==> config.mk <==
export PLATFORM = sky130hd
export DESIGN_NAME = battery_health_sampler
export DESIGN_NICKNAME = d
export VERILOG_FILES = /design/src/rtl/bhs_pkg.sv /design/src/rtl/bhs_period_timer.sv /design/src/rtl/bhs_window_timer.sv /design/src/rtl/bhs_status_flag.sv /design/src/rtl/battery_health_sampler.sv
export SDC_FILE = /design/constraint.sdc
export NUM_CORES = 1
export LEC_CHECK = 0
export ABC_AREA = 1
export BUFFER_PORTS_ARGS = -buffer_cell sky130_fd_sc_hd__buf_2
export CORE_MARGIN = 4
export CORE_UTILIZATION = 53
export CTS_BUF_LIST = sky130_fd_sc_hd__clkbuf_8 sky130_fd_sc_hd__clkbuf_16
export DETAILED_ROUTE_END_ITERATION = 7
export PLACE_DENSITY = 0.73
export SYNTH_ARGS = -nofsm -noshare
export SYNTH_HDL_FRONTEND = slang
export SYNTH_SLANG_ARGS = --single-unit
==> constraint.sdc <==
create_clock -name clk -period 1.4 [get_ports clk]
set_clock_uncertainty 0.05 [all_clocks]
set_input_delay 0.07 -clock clk [delete_from_list [all_inputs] [get_ports clk]]
set_output_delay 0.07 -clock clk [all_outputs]
set_load 0.005 [all_outputs]
==> src/rtl/bhs_pkg.sv <==
package bhs_pkg;

  // Width of a counter that must hold values 0 .. n-1 (at least one bit).
  function automatic int cnt_w(input int n);
    return (n > 2) ? $clog2(n) : 1;
  endfunction

endpackage

==> src/rtl/bhs_period_timer.sv <==
module bhs_period_timer #(
  parameter int LIMIT = 200000
) (
  input  logic clk,
  input  logic run,
  input  logic tick,
  output logic start_evt
);
  localparam int W = bhs_pkg::cnt_w(LIMIT);

  logic [W-1:0] cnt_q;

  function automatic logic at_last(input logic [W-1:0] c);
    return c == W'(LIMIT - 1);
  endfunction

  function automatic logic [W-1:0] advance(input logic [W-1:0] c);
    return at_last(c) ? '0 : c + W'(1);
  endfunction

  always_ff @(posedge clk) begin
    if (!run) begin
      cnt_q <= '0;
    end else if (tick) begin
      cnt_q <= advance(cnt_q);
    end
  end

  assign start_evt = run && tick && at_last(cnt_q);
endmodule

==> src/rtl/bhs_window_timer.sv <==
module bhs_window_timer #(
  parameter int ON = 25
) (
  input  logic clk,
  input  logic run,
  input  logic tick,
  input  logic start_evt,
  output logic win_en,
  output logic last_evt
);
  localparam int W = bhs_pkg::cnt_w(ON);

  logic [W-1:0] on_q;

  function automatic logic final_tick(input logic [W-1:0] c);
    return c == W'(ON - 1);
  endfunction

  assign last_evt = win_en && tick && final_tick(on_q);

  always_ff @(posedge clk) begin
    if (!run) begin
      win_en <= 1'b0;
      on_q   <= '0;
    end else if (start_evt) begin
      win_en <= 1'b1;
      on_q   <= '0;
    end else if (win_en && tick) begin
      if (final_tick(on_q)) begin
        win_en <= 1'b0;
        on_q   <= '0;
      end else begin
        on_q <= on_q + W'(1);
      end
    end
  end
endmodule

==> src/rtl/bhs_status_flag.sv <==
module bhs_status_flag (
  input  logic clk,
  input  logic run,
  input  logic sample_evt,
  input  logic reading,
  output logic ok
);
  always_ff @(posedge clk) begin
    if (!run) begin
      ok <= 1'b1;
    end else if (sample_evt) begin
      ok <= reading;
    end
  end
endmodule

==> src/rtl/battery_health_sampler.sv <==
module battery_health_sampler #(
  parameter int PERIOD_TICKS = 200000,
  parameter int ON_TICKS     = 25
) (
  input  logic clk,
  input  logic tick_us,
  input  logic rst_released,
  input  logic bat_above_th,
  output logic measure_en,
  output logic battok
);
  // ON_TICKS must be smaller than PERIOD_TICKS so that each window closes before the next one starts.
  logic start_evt;
  logic sample_evt;

  bhs_period_timer #(.LIMIT(PERIOD_TICKS)) u_period (
    .clk       (clk),
    .run       (rst_released),
    .tick      (tick_us),
    .start_evt (start_evt)
  );

  bhs_window_timer #(.ON(ON_TICKS)) u_window (
    .clk       (clk),
    .run       (rst_released),
    .tick      (tick_us),
    .start_evt (start_evt),
    .win_en    (measure_en),
    .last_evt  (sample_evt)
  );

  bhs_status_flag u_flag (
    .clk        (clk),
    .run        (rst_released),
    .sample_evt (sample_evt),
    .reading    (bat_above_th),
    .ok         (battok)
  );
endmodule

# After elaboration in Yosys (flattened, before gate mapping)
# Index checks and enable logic that the tools add are counted.
[classes]
n_reduce_logical = 8
n_div = 0
n_mul = 0
n_eq_ne = 2
n_addsub = 2
n_shift = 0
n_mux = 5
order_cmp = 0
bitwise_logic = 1
[ops]
columns = ["operator", "count"]
rows = [
  ["$add A18 B1 Y18 const B", 1],
  ["$eq A18 B18 Y1 const B", 1],
  ["$mux W18", 1],
  ["$add A5 B1 Y5 const B", 1],
  ["$eq A5 B5 Y1 const B", 1],
  ["$mux W5", 1],
  ["$logic_and A1 B1 Y1", 4],
  ["$reduce_bool A2 Y1", 2],
  ["$mux W1", 3],
  ["$reduce_and A2 Y1", 1],
  ["$reduce_or A2 Y1", 1],
  ["$not A1 Y1", 1],
]
[word_totals]
ff_bits = 25
romBits = 0
latchBits = 0
mem_count = 0
ram_bits = 0

# Logic depth before layout (Yosys ltp)
# Gate-level depths: netlist of run 1.
[logic_depth]
word_depth = 4
ltp_mapped = 9
depth_no_buf = 9

# Modules after synthesis
# From an unflattened synthesis of run 1, not the netlist that was laid out.
[hier_totals]
cells_unflattened = 202
hier_area_um2 = 1422.6
[by_module_without_submodules]
columns = ["mod", "cells_each", "instances", "seq_area_each_um2", "area_per_inst_um2"]
rows = [
  ["bhs_period_timer", 152, 1, 360.3, 1066.0],
  ["bhs_window_timer", 45, 1, 120.1, 312.8],
  ["bhs_status_flag", 5, 1, 20.0, 43.8],
]

# Least setup slack after synthesis of run 1
# OpenSTA, ideal clock, no wires.
[synth_timing]
path_kind = "reg-to-reg"
startpoint = "register u_period.cnt_q[0]"
endpoint = "register u_period.cnt_q[10]"
arrival_ps = 1200
path_buffers = 1
t_required_ps = 1235
setup_slack_ps = 35
stages_incl_launch_ff = 8
cell_sequence = "dfxtp_1 ha_1 nand2_1 nor3_2 nand3_2 nand2_2 buf_6 nor2_1"
[synth_via]
elab_chain_len = 2
elab_cells_between_ends = 3
classes_between = "1 x add/sub; 1 x eq/ne; 1 x mux"
[synth_rtl]
columns = ["item", "line", "text"]
rows = [
  ["start, declared", "bhs_period_timer.sv:11", "logic [W-1:0] cnt_q;"],
  ["start signal, assigned", "bhs_period_timer.sv:25", "cnt_q <= advance(cnt_q);"],
  ["$add A18 B1 Y18 or $eq A18 B18 Y1 (tied branches)", "bhs_period_timer.sv:18, bhs_period_timer.sv:14", ""],
  ["$mux W18 *", "bhs_period_timer.sv:18", "return at_last(c) ? '0 : c + W'(1);"],
]
# Every way passes the cells marked *; elsewhere a longest branch is shown, timed or not.
# A chain may end at the register's enable or synchronous reset.

# Worst setup path in the final report of run 1
[layout_timing]
startpoint = "register u_period.cnt_q[1]"
endpoint = "register u_period.cnt_q[8]"
# Same word-level chain as after synthesis.

==> summary.txt, run 1 <==
Outcome - completed
Synth Warn # - 0
Post-synthesis xor/xnor area fraction - 0.0728
Final setup viols - 0
Levels on crit path - 6
Placer's final routability congestion estimate - 0.907
Critical Path Start Type - register
Worst path cell trace - ha_4 > nand2_2 > nor3_4 > nand3_4 > nand2_4 > nor2_1
Final min period - 1360 ps
Unique masters post-synth - 21
Antenna diodes - 0
WP data arrival - 1480 ps
Seq cells post-synth - 25
Max-Cap Viols - 0
IO Pins - 6
Clock sink count - 25
Slew margin rel. - 0.815
Seq/Total Area, Yosys - 0.378
Largest family of logic cells by synthesized area - simple AND/OR/NAND/NOR gates
Count of buffers from port buffering - 5
Final HPWL DP - 2.00 mm
Drt first pass iters - 4
DRT antenna net count - 0
Overall Global Routing Usage - 0.178
Root Buffer - clkbuf_8
Total CTS buffers - 3
Via/cell ratio - 5.13
Yosys top cell area share - 0.378
Die height - 58.0 µm
Die width - 58.0 µm
Die area - 3360 µm²
CTS tree - built
Total number of vias - 1210
WL final - 2.87 mm
Largest net degree at the start of global routing - 15
Mapped Area - 1320 µm²
Area Overhead vs Synth - 18.4%
Skew-Pair Late Insertion Delay - 270 ps
Yosys top cell by area - dfxtp_1
DRT iter0 DRCs - 52
Post-Synth Adder-Cell Area - 0.0284
Simple-gate share of the synthesized area - 0.421
Top post-synthesis cells by count - nor2_1 (42), nand2_1 (38), dfxtp_1 (25), inv_1 (20), nand3_1 (20)
Synth area leaders - dfxtp_1 (38%), nor2_1 (12%), nand2_1 (11%)
Final nets - 216
Worst path max stage delay - 370 ps
Core area - 2300 µm²
Tcrit/Tclk final - 0.973
DR WL/cell - 12.2 µm
Primary FF master, synth - dfxtp_1
Worst VDD drop - 0.671 mV
Worst reg2reg path depth - 6
Pre-CTS setup slack - -37.5 ps
Critical path fanouts, max - 7
FMAX - 734 MHz
Crit path buffers/inverters - 0
Layout cell share with drive strength beyond 1 - 0.236
Worst path required time - 1520 ps
Fin. max-slew vios - 0
H-tree Lvls - 1
CP max stage cell - dfxtp_2
Power per Cell Area - 787 nW/µm²
GR Overflow Total - 0
Clock buffer depth - 2
Hold Fails Final Rpt - 0
CTS clk-pin slew, worst paths - 90 ps
CP top delay family - simple AND/OR/NAND/NOR gates
# rows - 17
Vias in the first global route - 1115
Worst slew pin tran - 278 ps
Min-Delay Path Class - in2reg
Type of the worst setup path - reg2reg
Post-synthesis async set-or-reset flop share - 0
Hold path cells - 2
Gate count of the mapped netlist - 191
Synthesized area per cell - 6.93 µm²
Leakage - 0.584 nW
Compound-Gate Fraction of Synth Area - 0.0265
Initial Util - 0.576
DR DRC count - 0
Initial antenna violation count - 0
Most frequent cell after synthesis - nor2_1
Post-layout util - 0.682
Global-route wire length before repair - 4.72 mm
Final WS setup - 38.3 ps
Proportion of synthesized area in mux cells - 0
Critical Path Sink Type - register
Post-synth net total - 198
EDFF count, synth - 0
## cells in the final DEF, fill, tap and decap left out, types with 2 or more instances in the layout
master	count
a21oi_1	6
nand2_4	2
nand2_2	5
buf_4	8
nor2_1	37
dfxtp_1	18
nand3_2	2
ha_1	2
nand4_1	4
xor2_1	4
nor2_2	7
nand2_1	37
nor3_1	3
nor2_4	4
dfxtp_2	7
clkbuf_8	3
inv_1	20
xnor2_1	7
nand3_1	18
buf_2	5
## flip-flops by register name, summed over array words and instances (netlist names)
register         count
u_period.cnt_q      18
u_window.on_q        5
u_window.win_en      1
u_flag.ok            1
## timing repair
action | 4_1_cts | 5_1_grt
setup endpoints to repair | 12 | 21
endpoints found under the hold margin | 1 | 0
gates cloned | 0 | 1
resized for setup | 1 | 22
buffers inserted | 0 | 3
hold buffers | 1 | 0
pin swaps | 0 | 7
## metrics by stage
| step | setup TNS, ps | area (µm²) | std cells | hold WS (ps) | total power [mW] |
|---|---|---|---|---|---|
| final | 0 | 1570 | 236 | 47.0 | 1.23 |
| after global placement | 0 | 1400 | 227 | 235 | 0.795 |
| after detailed placement | -325 | 1400 | 227 | 239 | 0.797 |
| after global routing | -399 | 1570 | 236 | 54.8 | 1.29 |
| after floorplan | 0 | 1320 | 191 | 104 | 0.775 |
| after CTS | 0 | 1460 | 232 | 11.9 | 1.22 |
## logic make-up (layout without fill, tap and decap cells)
logic type | Yosys count | after routing
fa+ha+maj | 3 | 3
simple gates | 122 | 123
buf+inv | 23 | 39
compound gates | 7 | 7
xor+xnor | 11 | 11
flops | 25 | 25
## cell type report
class | instances | area (µm²)
Multi-Input combinational cell | 144 | 803
Clock buffer | 3 | 41.3
Inverter | 21 | 78.8
Tap cell | 28 | 35.0
Sequential cell | 25 | 509
Timing Repair Buffer | 14 | 95.1
Fill cell | 192 | 729
Clock inverter | 1 | 5.00
## where the power goes
group / switching, mW / total, mW / internal (mW)
Combinational: 0.0442 / 0.0744 / 0.0302
Sequential: 0.00759 / 0.726 / 0.718
Clock: 0.235 / 0.434 / 0.199
## worst paths after layout
check	start	end	slack, ps
worst min register to register	u_flag.ok$_SDFFE_PN1P_	u_flag.ok$_SDFFE_PN1P_	410
worst max register to register	u_period.cnt_q[1]$_SDFFE_PN0P_	u_period.cnt_q[8]$_SDFFE_PN0P_	40
worst max-delay path	u_period.cnt_q[1]$_SDFFE_PN0P_	u_period.cnt_q[8]$_SDFFE_PN0P_	40
worst min-delay path	rst_released	u_flag.ok$_SDFFE_PN1P_	50
## layer usage
metal  vias up  global-route usage  part of all wire
met5         -                   0                 0
met4         0              0.0629             0.011
met3         5              0.0334             0.027
met2        17               0.300              0.47
met1       554               0.225              0.49
li1        634                   -                 -
(Power assumes the default switching activity.)
==> run 2, diff against run 1 <==
ABC_AREA = unset   (was 1)
CORE_ASPECT_RATIO = 1.25   (was unset)
CORE_UTILIZATION = 55   (was 53)
CTS_BUF_LIST = sky130_fd_sc_hd__clkbuf_4 sky130_fd_sc_hd__clkbuf_8   (was sky130_fd_sc_hd__clkbuf_8 sky130_fd_sc_hd__clkbuf_16)
PLACE_DENSITY = 0.76   (was 0.73)
==> summary.txt, run 2 <==
Placed Area - 1440 µm²
Psw - 280 µW
Worst Hold End - u_window.on_q[1]$_SDFFE_PP0P_
Skew-Pair Late Insertion Delay - 330 ps
Total number of vias - 1158
Initial antenna violation count - 0
Primary FF master, synth - dfxtp_1
DR WL/cell - 17.9 µm
Initial Util - 0.581
IO Pins - 6
Die width - 48.9 µm
CTS tree - built
Logic gate share of total power - 0.064
Root Buffer - clkbuf_4
Most frequent cell after synthesis - dfxtp_1
Total placed cells including tap cells - 176
Largest Register - u_period.cnt_q
Final min period - 1620 ps
Worst path required time - 1610 ps
RSZ-0062 raised after global routing - yes
Type of the worst setup path - reg2reg
Violated checks - setup timing
Worst VDD drop - 0.678 mV
Critical path fanouts, max - 3
Synth Warn # - 0
Vias in the first global route - 1163
DRT antenna net count - 0
Layout cell share with drive strength beyond 1 - 0.547
Count of buffers from port buffering - 5
Final HPWL DP - 1.90 mm
Final setup viols - 24
WL final - 3.41 mm
Power share of the clock group - 0.299
Tcrit/Tclk final - 1.16
# rows - 18
Placer's final routability congestion estimate - 0.804
Final nets - 178
Leakage - 0.591 nW
Gate count of the mapped netlist - 131
Clock buffer depth - 2
Reg2reg setup slack - -220 ps
FMAX - 618 MHz
Final Cell Area - 1700 µm²
Slew margin rel. - 0.759
EDFF count, synth - 0
Max-Cap Viols - 0
Area Overhead vs Synth - 47.7%
WP data arrival - 1830 ps
Max reg flops - 18
Core area - 1980 µm²
H-tree Lvls - 1
Total CTS buffers - 3
Drt first pass iters - 4
Mapped Area - 1150 µm²
Pre-CTS setup slack - -189 ps
Critical Path Start Type - register
Global-route wire length before repair - 5.25 mm
Synth area leaders - dfxtp_1 (43%), xnor2_1 (7.6%), nor2_1 (6.5%)
Die area - 2890 µm²
Critical Path Sink Type - register
Fin Setup TNS - -3520 ps
R2R Path Start - u_period.cnt_q[0]$_SDFFE_PN0P_
Outcome - finished with violations
Worst slew pin tran - 361 ps
# fillers - 96
Unique masters post-synth - 26
Commonest non-fill, non-tap cell in the layout - buf_4
Antenna diodes - 0
Seq cells post-synth - 25
Post-synthesis async set-or-reset flop share - 0
FF/Latch Area - 531 µm²
Min-Delay Path Class - in2reg
Hold Fails Final Rpt - 0
Die height - 59.2 µm
Yosys top cell by area - dfxtp_1
Largest net degree at the start of global routing - 15
Post-synth net total - 138
Flop pwr share - 0.637
Top Registers - u_period.cnt_q (18), u_window.on_q (5)
CTS clk-pin slew, worst paths - 150 ps
Sw Share - 0.247
Hold path startpoint - tick_us
Multi-input logic area - 840 µm²
Hold path cells - 4
Via/cell ratio - 6.09
Seq/Total Area, Yosys - 0.435
Top post-synthesis cells by count - dfxtp_1 (25), nor2_1 (20), nand2_1 (10), xnor2_1 (10), nor3_1 (8)
Worst reg2reg path endpoint - u_period.cnt_q[17]$_SDFFE_PN0P_
Clock sink count - 25
Power per Cell Area - 666 nW/µm²
GR Overflow Total - 0
Worst reg2reg path depth - 4
Layout Cells excl Fill - 190
DRT iter0 DRCs - 56
DR DRC count - 0
Overall Global Routing Usage - 0.235
Internal - 852 µW
Synthesized area per cell - 8.79 µm²
Most frequent cells in the layout - buf_4 (27), dfxtp_2 (12), nand2_1 (10), xnor2_1 (10), nor2_1 (10)
Fin. max-slew vios - 0
Yosys top cell area share - 0.435
Final WS setup - -218 ps
[run 2: changes by cell type after synthesis, sizes merged, moves of 3 or more]
cell   before  now
inv        21    5
xor2        4    7
nor2       48   20
nor4        0    3
or4         0    3
nand4       4    7
xnor2       7   10
nand2      43   10
nand3      21    8
nor3        5    8
[run 2: repair_timing]
action | CTS | global route
setup endpoints to repair | 24 | 24
hold buffers | 2 | 0
gates cloned | 2 | 1
setup buffers | 1 | 4
gates resized for setup | 13 | 24
endpoints found under the hold margin | 1 | 0
pin swaps | 3 | 10
[run 2: worst max-delay path by stage]
stage / startpoint / to / cells past startpoint
after floorplan: u_period.cnt_q[6]$_SDFFE_PN0P_ / u_period.cnt_q[15]$_SDFFE_PN0P_ / 4
after global placement: u_period.cnt_q[14]$_SDFFE_PN0P_ / u_window.on_q[4]$_SDFFE_PP0P_ / 4
after detailed placement: u_period.cnt_q[14]$_SDFFE_PN0P_ / u_window.on_q[4]$_SDFFE_PP0P_ / 4
after CTS: u_period.cnt_q[6]$_SDFFE_PN0P_ / u_period.cnt_q[15]$_SDFFE_PN0P_ / 4
after global routing: u_period.cnt_q[0]$_SDFFE_PN0P_ / u_period.cnt_q[15]$_SDFFE_PN0P_ / 4
final: u_period.cnt_q[0]$_SDFFE_PN0P_ / u_period.cnt_q[17]$_SDFFE_PN0P_ / 4
[run 2: kinds of logic after synthesis]
group | Yosys count | synth area share
and+or+nand+nor | 65 | 0.297
muxes | 2 | 0.0174
buffers and inverters | 8 | 0.0337
xor gates and xnor gates | 17 | 0.129
AOI/OAI and AO/OA | 11 | 0.0554
adders and majority gates | 3 | 0.0326
DFF | 25 | 0.435
[run 2: final cells by class]
cell class / instances / share of cell area
Sequential cell: 25 / 0.312
Multi-Input combinational cell: 101 / 0.494
Timing Repair Buffer: 35 / 0.152
Inverter: 5 / 0.0110
Clock buffer: 3 / 0.0132
Tap cell: 20 / 0.0147
Clock inverter: 1 / 0.00294
[run 2: through the flow]
| step | power (mW) | utilization | hold slack, ps |
|---|---|---|---|
| after CTS | 1.11 | 0.794 | 168 |
| after global placement | 0.782 | 0.724 | 195 |
| after detailed placement | 0.786 | 0.724 | 199 |
| after global routing | 1.16 | 0.858 | 196 |
| after floorplan | 0.772 | - | 81.9 |
| final | 1.13 | 0.858 | 182 |
[run 2: layer usage]
layer	up-vias	global-route usage	wire, µm
met5	-	0	0
met4	0	0.146	145
met3	18	0.0378	182
met2	46	0.427	1790
met1	551	0.254	1290
li1	543	-	-
[run 2: worst max-delay path, stage by stage, from the launching register on]
cell and delay [ps]:
dfxtp_2 420, nand4_4 120, or4_4 510, or3_1 320, a21oi_1 130
[run 2: power groups by stage]
stage,combinational [mW],clock [mW],sequential [mW]
2_1_floorplan,0.0356,0,0.736
3_3_place_gp,0.0455,0,0.736
3_5_place_dp,0.0489,0,0.737
4_1_cts,0.0630,0.326,0.719
5_1_grt,0.0776,0.365,0.722
6_report,0.0721,0.339,0.721
==> run 3, diff against run 2 <==
RECOVER_POWER = 25   (was unset)
==> summary.txt, run 3 (same netlist as run 2, synthesis figures left out) <==
Outcome - finished with violations
Violated checks - setup timing
DRT iter0 DRCs - 60
Top Registers - u_period.cnt_q (18), u_window.on_q (5)
Worst path cell trace - nand4_4 > or4_4 > or3_1 > a21oi_1
Placer's final routability congestion estimate - 0.804
Total CTS buffers - 3
Worst path required time - 1620 ps
Min-Delay Path Class - in2reg
Type of the worst setup path - reg2reg
Skew-Pair Late Insertion Delay - 330 ps
Critical Path Start Type - register
Max reg flops - 18
Final min period - 1620 ps
Critical Path Sink Type - register
Reg2reg setup slack - -220 ps
IO Pins - 6
Final HPWL DP - 1.90 mm
DRT antenna net count - 0
Commonest non-fill, non-tap cell in the layout - buf_4
Initial antenna violation count - 0
Fin. max-slew vios - 0
Final nets - 178
Slew margin rel. - 0.749
Hold_ws - 181 ps
Worst path max stage delay - 510 ps
Max-Cap Viols - 0
Leakage - 0.590 nW
Power per Cell Area - 667 nW/µm²
Overall Global Routing Usage - 0.235
Worst slew pin tran - 375 ps
Via/cell ratio - 6.23
Die height - 59.2 µm
Final WS setup - -215 ps
Drt first pass iters - 4
Vias in the first global route - 1163
Die width - 48.9 µm
Hold Fails Final Rpt - 0
Critical path fanouts, max - 3
WL final - 3.44 mm
CP max stage cell - or4_4
Core area - 1980 µm²
DR WL/cell - 18.1 µm
Most frequent cells in the layout - buf_4 (27), dfxtp_2 (12), nand2_1 (10), xnor2_1 (10), nor2_1 (10)
RSZ-0062 raised after global routing - yes
Global-route wire length before repair - 5.25 mm
Worst VDD drop - 0.676 mV
Antenna diodes - 0
Final setup viols - 24
Layout cell share with drive strength beyond 1 - 0.541
Placed Area - 1440 µm²
Clock sink count - 25
Tcrit/Tclk final - 1.15
Final Cell Area - 1700 µm²
H-tree Lvls - 1
Initial Util - 0.581
Root Buffer - clkbuf_4
FMAX - 619 MHz
Clock buffer depth - 2
Largest Register - u_period.cnt_q
# rows - 18
CTS tree - built
Area Overhead vs Synth - 47.6%
WP data arrival - 1830 ps
GR Overflow Total - 0
Largest net degree at the start of global routing - 15
Total number of vias - 1183
Count of buffers from port buffering - 5
CTS clk-pin slew, worst paths - 150 ps
DR DRC count - 0
Die area - 2890 µm²
-- run 3: cell count changes in the layout (fill, tap and decap cells not counted) --
cell / previous run / this run
clkbuf_1: 0 / 1
buf_2: 5 / 4
-- run 3: worst max-delay path: cells and delay by family (launching register included) --
kind	cells	cell delay (ps)
AND/OR/NAND/NOR	3	950
flip-flops	1	420
AO/OA/AOI/OAI	1	130
-- run 3: final cells by class --
| cell class | instances | area, µm² |
|---|---|---|
| Fill cell | 97 | 283 |
| Sequential cell | 25 | 531 |
| Clock buffer | 3 | 22.5 |
| Clock inverter | 1 | 5.00 |
| Inverter | 5 | 18.8 |
| Tap cell | 20 | 25.0 |
| Timing Repair Buffer | 35 | 258 |
| Multi-Input combinational cell | 101 | 840 |
-- run 3: layer usage --
layer | wire [µm] | GRT usage | vias to the layer above
met3 | 151 | 0.0378 | 20
li1 | - | - | 546
met1 | 1340 | 0.254 | 572
met2 | 1790 | 0.427 | 45
met5 | 0 | 0 | -
met4 | 152 | 0.146 | 0
-- run 3: what timing repair did --
item | 4_1_cts | 5_1_grt
gates cloned | 2 | 1
endpoints found under the setup margin | 24 | 24
endpoints found under the hold margin | 1 | 0
hold buffers | 2 | 0
resized for setup | 13 | 24
buffers inserted | 1 | 4
pin swaps | 3 | 10
-- run 3: power breakdown --
group	switching (mW)	internal [mW]	leakage (nW)
sequential	0.00978	0.711	0.211
clock	0.233	0.107	0.0177
combinational	0.0387	0.0336	0.361
total	0.282	0.852	0.590
-- run 3: worst paths after layout --
path                                                startpoint  depth (start not counted)                         endpoint
worst max-delay path            u_period.cnt_q[0]$_SDFFE_PN0P_                          4  u_period.cnt_q[17]$_SDFFE_PN0P_
worst min-delay path                                   tick_us                          4    u_window.on_q[1]$_SDFFE_PP0P_
worst max register to register  u_period.cnt_q[0]$_SDFFE_PN0P_                          4  u_period.cnt_q[17]$_SDFFE_PN0P_
worst min register to register   u_window.on_q[1]$_SDFFE_PP0P_                          2    u_window.on_q[1]$_SDFFE_PP0P_
-- run 3: metrics by stage --
| step | TNS (ps) | worst slack, ps | utilization | total power, mW | std cells |
|---|---|---|---|---|---|
| after global placement | -2580 | -144 | 0.724 | 0.782 | 176 |
| after detailed placement | -3500 | -189 | 0.724 | 0.786 | 176 |
| after floorplan | -1510 | -107 | - | 0.772 | 131 |
| after global routing | -4390 | -239 | 0.857 | 1.16 | 190 |
| final | -3600 | -215 | 0.857 | 1.13 | 190 |
| after CTS | -2490 | -169 | 0.794 | 1.11 | 185 |
